[src/rtl/rxov_pkg.sv]
package rxov_pkg;
  typedef enum logic [1:0] {
    REG_PEND = 2'd0,
    REG_OVR  = 2'd1,
    REG_MASK = 2'd2,
    REG_NONE = 2'd3
  } rxov_reg_e;
endpackage

[src/rtl/rxov_store_decode.sv]
module rxov_store_decode #(
  parameter int NUM_MBOX = 16,
  parameter int IDX_W    = 5
) (
  input  logic                store_valid,
  input  logic [IDX_W-1:0]    store_idx,
  output logic [NUM_MBOX-1:0] store_hit
);
  // One-hot decode; indices without a mailbox select nothing.
  for (genvar i = 0; i < NUM_MBOX; i++) begin : g_dec
    assign store_hit[i] = store_valid && (store_idx == IDX_W'(i));
  end
endmodule

[src/rtl/rxov_flag_bank.sv]
module rxov_flag_bank #(
  parameter int NUM_MBOX = 16
) (
  input  logic                clk,
  input  logic                rst_n,
  input  logic [NUM_MBOX-1:0] store_hit,
  input  logic [NUM_MBOX-1:0] pend_clr,
  input  logic [NUM_MBOX-1:0] ov_clr,
  output logic [NUM_MBOX-1:0] pend_q,
  output logic [NUM_MBOX-1:0] ov_q,
  output logic [NUM_MBOX-1:0] ovf_evt
);
  for (genvar i = 0; i < NUM_MBOX; i++) begin : g_mbox
    // An acknowledgement in the same cycle means the old message was consumed.
    assign ovf_evt[i] = store_hit[i] && pend_q[i] && !pend_clr[i];

    always_ff @(posedge clk or negedge rst_n) begin
      if (!rst_n) begin
        pend_q[i] <= 1'b0;
        ov_q[i]   <= 1'b0;
      end else begin
        pend_q[i] <= store_hit[i] || (pend_q[i] && !pend_clr[i]);
        ov_q[i]   <= ovf_evt[i]   || (ov_q[i]   && !ov_clr[i]);
      end
    end
  end
endmodule

[src/rtl/rxov_host_if.sv]
module rxov_host_if
  import rxov_pkg::*;
#(
  parameter int NUM_MBOX = 16
) (
  input  logic                clk,
  input  logic                rst_n,
  input  logic                host_wr,
  input  logic                host_rd,
  input  logic [1:0]          host_addr,
  input  logic [NUM_MBOX-1:0] host_wdata,
  input  logic [NUM_MBOX-1:0] pend_q,
  input  logic [NUM_MBOX-1:0] ov_q,
  output logic [NUM_MBOX-1:0] pend_clr,
  output logic [NUM_MBOX-1:0] ov_clr,
  output logic [NUM_MBOX-1:0] mask_q,
  output logic [NUM_MBOX-1:0] host_rdata
);
  localparam int HALF = NUM_MBOX / 2;

  // Exchange the two halves. Applying it twice is the identity,
  // so one function serves both directions.
  function automatic logic [NUM_MBOX-1:0] swap_halves(input logic [NUM_MBOX-1:0] v);
    logic [NUM_MBOX-1:0] r;
    for (int b = 0; b < NUM_MBOX; b++) begin
      r[b] = (b >= HALF) ? v[b-HALF] : v[b+HALF];
    end
    return r;
  endfunction

  rxov_reg_e           sel;
  logic [NUM_MBOX-1:0] wdata_mbox;
  logic [NUM_MBOX-1:0] rd_mux;

  assign sel        = rxov_reg_e'(host_addr);
  assign wdata_mbox = swap_halves(host_wdata);
  assign pend_clr   = (host_wr && sel == REG_PEND) ? wdata_mbox : '0;
  assign ov_clr     = (host_wr && sel == REG_OVR)  ? wdata_mbox : '0;

  always_comb begin
    unique case (sel)
      REG_PEND: rd_mux = swap_halves(pend_q);
      REG_OVR:  rd_mux = swap_halves(ov_q);
      REG_MASK: rd_mux = swap_halves(mask_q);
      default:  rd_mux = '0;
    endcase
  end

  always_ff @(posedge clk or negedge rst_n) begin
    if (!rst_n) begin
      mask_q     <= '0;
      host_rdata <= '0;
    end else begin
      if (host_wr && sel == REG_MASK) mask_q <= wdata_mbox;
      if (host_rd) host_rdata <= rd_mux;
    end
  end
endmodule

[src/rtl/rx_overrun_tracker.sv]
module rx_overrun_tracker #(
  parameter int NUM_MBOX = 16,
  parameter int IDX_W    = 5
) (
  input  logic                clk,
  input  logic                rst_n,
  input  logic                store_valid,
  input  logic [IDX_W-1:0]    store_idx,
  input  logic                host_wr,
  input  logic                host_rd,
  input  logic [1:0]          host_addr,
  input  logic [NUM_MBOX-1:0] host_wdata,
  output logic [NUM_MBOX-1:0] host_rdata,
  output logic                irq
);
  logic [NUM_MBOX-1:0] store_hit;
  logic [NUM_MBOX-1:0] pend_clr;
  logic [NUM_MBOX-1:0] ov_clr;
  logic [NUM_MBOX-1:0] pend_q;
  logic [NUM_MBOX-1:0] ov_q;
  logic [NUM_MBOX-1:0] ovf_evt;
  logic [NUM_MBOX-1:0] mask_q;

  rxov_store_decode #(.NUM_MBOX(NUM_MBOX), .IDX_W(IDX_W)) u_dec (
    .store_valid (store_valid),
    .store_idx   (store_idx),
    .store_hit   (store_hit)
  );

  rxov_flag_bank #(.NUM_MBOX(NUM_MBOX)) u_bank (
    .clk       (clk),
    .rst_n     (rst_n),
    .store_hit (store_hit),
    .pend_clr  (pend_clr),
    .ov_clr    (ov_clr),
    .pend_q    (pend_q),
    .ov_q      (ov_q),
    .ovf_evt   (ovf_evt)
  );

  rxov_host_if #(.NUM_MBOX(NUM_MBOX)) u_host (
    .clk        (clk),
    .rst_n      (rst_n),
    .host_wr    (host_wr),
    .host_rd    (host_rd),
    .host_addr  (host_addr),
    .host_wdata (host_wdata),
    .pend_q     (pend_q),
    .ov_q       (ov_q),
    .pend_clr   (pend_clr),
    .ov_clr     (ov_clr),
    .mask_q     (mask_q),
    .host_rdata (host_rdata)
  );

  assign irq = |(ov_q & ~mask_q);
endmodule

[config.mk]
export PLATFORM = sky130hd
export DESIGN_NAME = rx_overrun_tracker
export DESIGN_NICKNAME = d
export VERILOG_FILES = /design/src/rtl/rxov_pkg.sv /design/src/rtl/rxov_store_decode.sv /design/src/rtl/rxov_flag_bank.sv /design/src/rtl/rxov_host_if.sv /design/src/rtl/rx_overrun_tracker.sv
export SDC_FILE = /design/constraint.sdc
export NUM_CORES = 1
export LEC_CHECK = 0
export ABC_AREA = 1
export ABC_CLOCK_PERIOD_IN_PS = 800
export CAP_MARGIN = 15
export CORE_MARGIN = 8
export CORE_UTILIZATION = 30
export DETAILED_ROUTE_END_ITERATION = 16
export DONT_BUFFER_PORTS = 1
export PLACE_DENSITY = 0.48
export SYNTH_ARGS = -nofsm -noshare
export SYNTH_HDL_FRONTEND = slang
export SYNTH_SLANG_ARGS = --single-unit
[constraint.sdc]
create_clock -name clk -period 0.8 [get_ports clk]
set_input_delay 0 -clock clk [delete_from_list [all_inputs] [get_ports clk]]
set_output_delay 0 -clock clk [all_outputs]
set_load 0.02 [all_outputs]
# ---- Yosys cells after proc, flatten, opt, wreduce, memory -nomap -nowiden
# Index checks and enable logic that the tools add are counted.
dict set report classes {
  reduce_logical 150
  bitwise_logic 2
  eq_ne 17
  n_mux 3
}
# operator n
set ops {}
lappend ops {{logical AND 1 bit} 83}
lappend ops {{one-hot mux 16 bit (3 select lines)} 1}
lappend ops {{equality test 5 x 4 -> 1 bit (second input constant)} 8}
lappend ops {{logical NOT 1 bit} 32}
lappend ops {{logical OR 1 bit} 32}
lappend ops {{2-to-1 mux 16 bit} 2}
lappend ops {{equality test 5 x 3 -> 1 bit (second input constant)} 4}
lappend ops {{AND 16 bit} 1}
lappend ops {{inverter 16 bit} 1}
lappend ops {{OR reduction 16 bit} 1}
lappend ops {{equality test 5 x 2 -> 1 bit (second input constant)} 2}
lappend ops {{equality test 5 x 1 -> 1 bit (second input constant)} 1}
lappend ops {{logical NOT 5 bit} 1}
lappend ops {{equality test 2 x 1 -> 1 bit (second input constant)} 1}
lappend ops {{equality test 2 bit (second input constant)} 1}
lappend ops {{logical NOT 2 bit} 1}
dict set report word_totals {
  output_inout_bits 17
  reg_bits 64
  input_bits 28
  word_cells 206
}

# ---- Longest topological paths before layout
dict set report depth {
  depth_word 6
  mapped_depth 7
  depth_no_buf 7
}

# ---- By module
# Synthesis repeated with hierarchy kept, for this count alone.
dict set report hier_totals {
  cells_unflattened 508
  area_unflattened_um2 3550.9
}
# module cells_per_inst area_each_um2 seq_area_each_um2 n_inst
set modules_own_cells {}
lappend modules_own_cells {rxov_host_if 246 1776.7 800.8 1}
lappend modules_own_cells {rxov_flag_bank 176 1441.4 800.8 1}
lappend modules_own_cells {rx_overrun_tracker 51 193.9 0.0 1}
lappend modules_own_cells {rxov_store_decode 35 138.9 0.0 1}

# ---- Worst setup path after synthesis
# No wires, ideal clock.
dict set report synth_path {
  path_type {input to register}
  from {in host_wr}
  to {reg u_bank.ov_q[9]}
  t_arrival_ns 0.712
  setup_slack_ns -0.040
  n_path_buf 2
  t_required_ns 0.672
  stages 5
  setup_time_ns 0.128
  cell_sequence {buf_2 buf_1 nand3_1 nand2_1 o21ai_0}
}
dict set report synth_between {
  elab_chain_len 5
  elab_cells_between_ends 9
  classes_between {2 x mux; 7 x reduce/logical}
}
# element line_no
set synth_rtl {}
lappend synth_rtl {{start, declared} rx_overrun_tracker.sv:9} ;# input logic host_wr,
lappend synth_rtl {{logical AND 1 bit, on equally long branches} {rxov_host_if.sv:37, rxov_host_if.sv:38}}
lappend synth_rtl {{2-to-1 mux 16 bit, on equally long branches} {rxov_host_if.sv:37, rxov_host_if.sv:38}}
lappend synth_rtl {{logical NOT 1 bit, on equally long branches} {rxov_flag_bank.sv:15, rxov_flag_bank.sv:23}}
lappend synth_rtl {{logical AND 1 bit, on equally long branches} {rxov_flag_bank.sv:15, rxov_flag_bank.sv:23}}
lappend synth_rtl {{logical OR 1 bit (*)} rxov_flag_bank.sv:23} ;# ov_q[i] <= ovf_evt[i] || (ov_q[i] && !ov_clr[i]);
lappend synth_rtl {{end signal, assigned by index} rxov_flag_bank.sv:23}
lappend synth_rtl {{end, declared} rxov_flag_bank.sv:10} ;# output logic [NUM_MBOX-1:0] ov_q,
# Every way passes the cells marked *; elsewhere a longest branch is shown, timed or not.
# A chain may end at the register's enable or synchronous reset.

# ---- Worst setup path in the final report
dict set report layout_path {
  from {reg u_host.mask_q[5]}
  to {out irq}
}
dict set report layout_between {
  elab_chain_len 3
}
# element line_no
set layout_rtl {}
lappend layout_rtl {{start, declared} rxov_host_if.sv:16} ;# output logic [NUM_MBOX-1:0] mask_q,
lappend layout_rtl {{start signal, assigned} rxov_host_if.sv:54} ;# if (host_wr && sel == REG_MASK) mask_q <= wdata_mbox;
lappend layout_rtl {{inverter 16 bit} rx_overrun_tracker.sv:56} ;# assign irq = |(ov_q & ~mask_q);
lappend layout_rtl {{AND 16 bit} rx_overrun_tracker.sv:56}
lappend layout_rtl {{OR reduction 16 bit} rx_overrun_tracker.sv:56}
lappend layout_rtl {{end, declared} rx_overrun_tracker.sv:14} ;# output logic irq
# Every way passes these cells.

==> impl_results.md <==
* Number of diodes at 0
* Gr usage total at about an eighth
* First-pass GRT wire length at about 14,000 µm
* Core area at a little over 0.01 mm²
* Number of synthesized register bits at between 60 and 70
* Die X at between 100 and 150 µm
* Register-to-register setup slack at -0.19 ns
* Max_slew headroom at approximately 61%
* CP arrival at 1.20 ns
* Final clock skew at approximately 0.0086 ns
* WL per Instance at 13.2 µm
* Starting Density at 30.3%
* Avg Cell Area, Syn at between 7 and 8 µm²
* Dpl cells at roughly 570
* Vias in the first global route at 2,708
* Pwr/cell area at 1970 mW/mm²
* Unrepaired setup endpoints after global routing: yes
* Worst-Skew Late Latency at roughly 0.34 ns
* Yosys Warn Count at 0
* Syn Inst Count at between 400 and 500
* Worst R2R End: u_host.host_rdata[4]
* Initial drt markers at between 100 and 150
* Final Cycle Share at 150%
* Max Freq at a little over 800 MHz
* Final Util at between 40% and 50%
* Most frequent cell after synthesis: nand2_1
* Wire length on met1 at 3970 µm
* Slew Viols, Final at 0
* Post-synth ARST share at 100%
* DR pass1 iterations at 4
* Die Footprint at about 0.014 mm²
* Post-synth top area share at between 50% and 60%
* Post-DP HPWL at around 5700 µm
* Post-synth EDFFs at 0
* Setup crit end kind: output port
* Peak supply drop at ~0.76 mV
* Routability cong. at 0.771
* CTS max path bufs at 2
* Chip Height at between 100 and 150 µm
* Top Ports at between 40 and 50
* Setup-failing EPs final at between 50 and 60
* CTS root buf: clkbuf_8
* Largest cells by area after synthesis: dfrtp_1 (52%), nand2_1 (24%), o21ai_0 (5.7%)
* Required @ worst endpoint at 0.80 ns
* Max Used Layer: met4
* Total routed wirelength at ~8400 µm
* CP Class: flip-flop to output port
* Metal2 WL at ~4000 µm
* Worst-case hold slack at -0.653 ns
* CP Launch Type: flip-flop
* Leak at ~2.4 nW
* CTS tree: yes
* DR WL met3 at about 360 µm
* Failing checks: hold timing, setup timing
* Finished Layout Cells at 637
* Synth Flop Type: dfrtp_1
* Share of layout cells above drive strength 1 at between 20% and 30%
* Std-Cell Rows at 37
* Worst-case reg-to-reg path depth at 6
* Port Buffers at 0
* Post-synth cell types at 18
* Post-Syn Nets at between 400 and 500
* R2R Path Start: u_host.mask_q[12]
* Register area share after synthesis at around 52%
* H-tree depth at 3
* Post-synth top area cell: dfrtp_1
* Vias per inst at between 4 and 5
* Via count at approximately 2,700
* # DRC at 0
* Worst min path class: input port to async pin
* Actual slew at the worst max-slew pin at ~0.6 ns
* Final worst-path setup slack at -0.403 ns
* Largest net degree at the start of global routing at 65
* Crit path time final at around 1.2 ns
* GR Overflow Total at 0
* Area growth syn-to-layout at 41.9%
* Post-Syn Area at 0.00306 mm²
* Antenna Violating Nets Remaining at 0
* CTS clk-pin slew, worst paths at around 0.070 ns
* CP max FO at 2
* Maxcap violations at 0
* Fin. Hold Viols at 97
* Status: finished with violations
* Initial antenna violation count at 0
* Cts bufs inserted at 9
* Nets at 524
* Most frequent cells after synthesis: nand2_1 (192), dfrtp_1 (64), inv_1 (46)
* Clock sink total at between 60 and 70
[repair_timing]
| action | 4_1_cts | 5_1_grt |
|---|---|---|
| gates resized for setup | 32 | 53 |
| pin swaps | 11 | 27 |
| endpoints found under the setup margin | 31 | 44 |
| hold endpoints to repair | 128 | 98 |
| hold buffers | 19 | 2 |
| setup buffers | 16 | 16 |
[area by class of cell]
| type | count | area [µm²] |
|---|---|---|
| Clock buffer | 13 | 159 |
| Clock inverter | 3 | 40.0 |
| Fill cell | 1092 | 5760 |
| Inverter | 47 | 176 |
| Multi-Input combinational cell | 287 | 1360 |
| Sequential cell | 64 | 1600 |
| Tap cell | 136 | 170 |
| Timing Repair Buffer | 87 | 833 |
[how the worst max path moves through the flow]
stage                     slack (ns)              start                     to  cells after the start
after detailed placement       -0.10  u_host.mask_q[15]                    irq                      7
after global placement         -0.10  u_host.mask_q[15]                    irq                      7
final                          -0.40   u_host.mask_q[5]                    irq                      7
after floorplan                 0.02            host_rd  u_host.host_rdata[10]                      5
after global routing           -0.50  u_host.mask_q[14]                    irq                      7
after CTS                      -0.45   u_host.mask_q[0]                    irq                      7
[per-layer routing]
metal,vias to the layer above,GRT usage (%)
li1,1443,-
met1,1218,16.2
met2,64,20.9
met3,15,2.98
met4,0,6.57
met5,-,0
[registers in the layout, summed over array words and instances (netlist names)]
| register | cells |
|---|---|
| u_bank.pend_q | 16 |
| u_host.host_rdata | 16 |
| u_host.mask_q | 16 |
| u_bank.ov_q | 16 |
[through the flow]
step           setup TNS [ns]  cell area, µm²  power, mW  setup slack (ns)  hold slack, ns
4_1_cts                 -6.86            4100       8.42            -0.446          -0.675
3_3_place_gp           -0.340            3470       5.14            -0.101          -0.292
5_1_grt                 -6.86            4340       9.08            -0.498          -0.678
2_1_floorplan               0            3060       4.69            0.0176          -0.296
3_5_place_dp           -0.356            3470       5.16            -0.102          -0.294
6_report                -3.86            4340       8.56            -0.403          -0.653
[cells by family (layout without fill, tap and decap cells)]
group	after synthesis	count (layout)	share of synthesized area (%)
buffers and inverters	61	150	8.19
AOI/OAI and AO/OA	48	48	7.86
DFF	64	64	52.4
and+or+nand+nor	239	239	31.6
[critical path, cell delays in order (launching register included)]
cell	delay [ns]
dfrtp_1	0.36
inv_1	0.05
nand2_1	0.06
nand2_1	0.06
inv_2	0.05
nand2_2	0.05
nor2_2	0.11
nand2_2	0.12
[report_power, final]
| part | leakage, nW | internal [mW] | total [mW] | switching (mW) |
|---|---|---|---|---|
| clock | 0.103 | 1.60 | 2.87 | 1.26 |
| combinational | 1.41 | 0.919 | 1.83 | 0.916 |
| sequential | 0.847 | 3.62 | 3.86 | 0.239 |
[layout by cell type (no fill, tap or decap)]
master | Yosys | layout
dlygate4sd3_1 | 0 | 19
clkbuf_1 | 3 | 2
nand2_1 | 192 | 174
bufinv_16 | 0 | 1
buf_4 | 1 | 38
o21ai_2 | 0 | 5
nor2_1 | 10 | 7
nand3_2 | 0 | 15
nand2_4 | 1 | 2
nor2_4 | 2 | 2
dlymetal6s4s_1 | 0 | 2
inv_2 | 1 | 4
buf_6 | 1 | 26
inv_1 | 46 | 43
dfrtp_1 | 64 | 64
nand4_1 | 1 | 1
nor2_2 | 0 | 3
clkinv_2 | 0 | 2
nand2_2 | 1 | 18
buf_12 | 0 | 2
o21ai_1 | 13 | 20
clkbuf_8 | 0 | 11
nand3_1 | 32 | 17
o21ai_0 | 35 | 23
(Power assumes the default switching activity.)
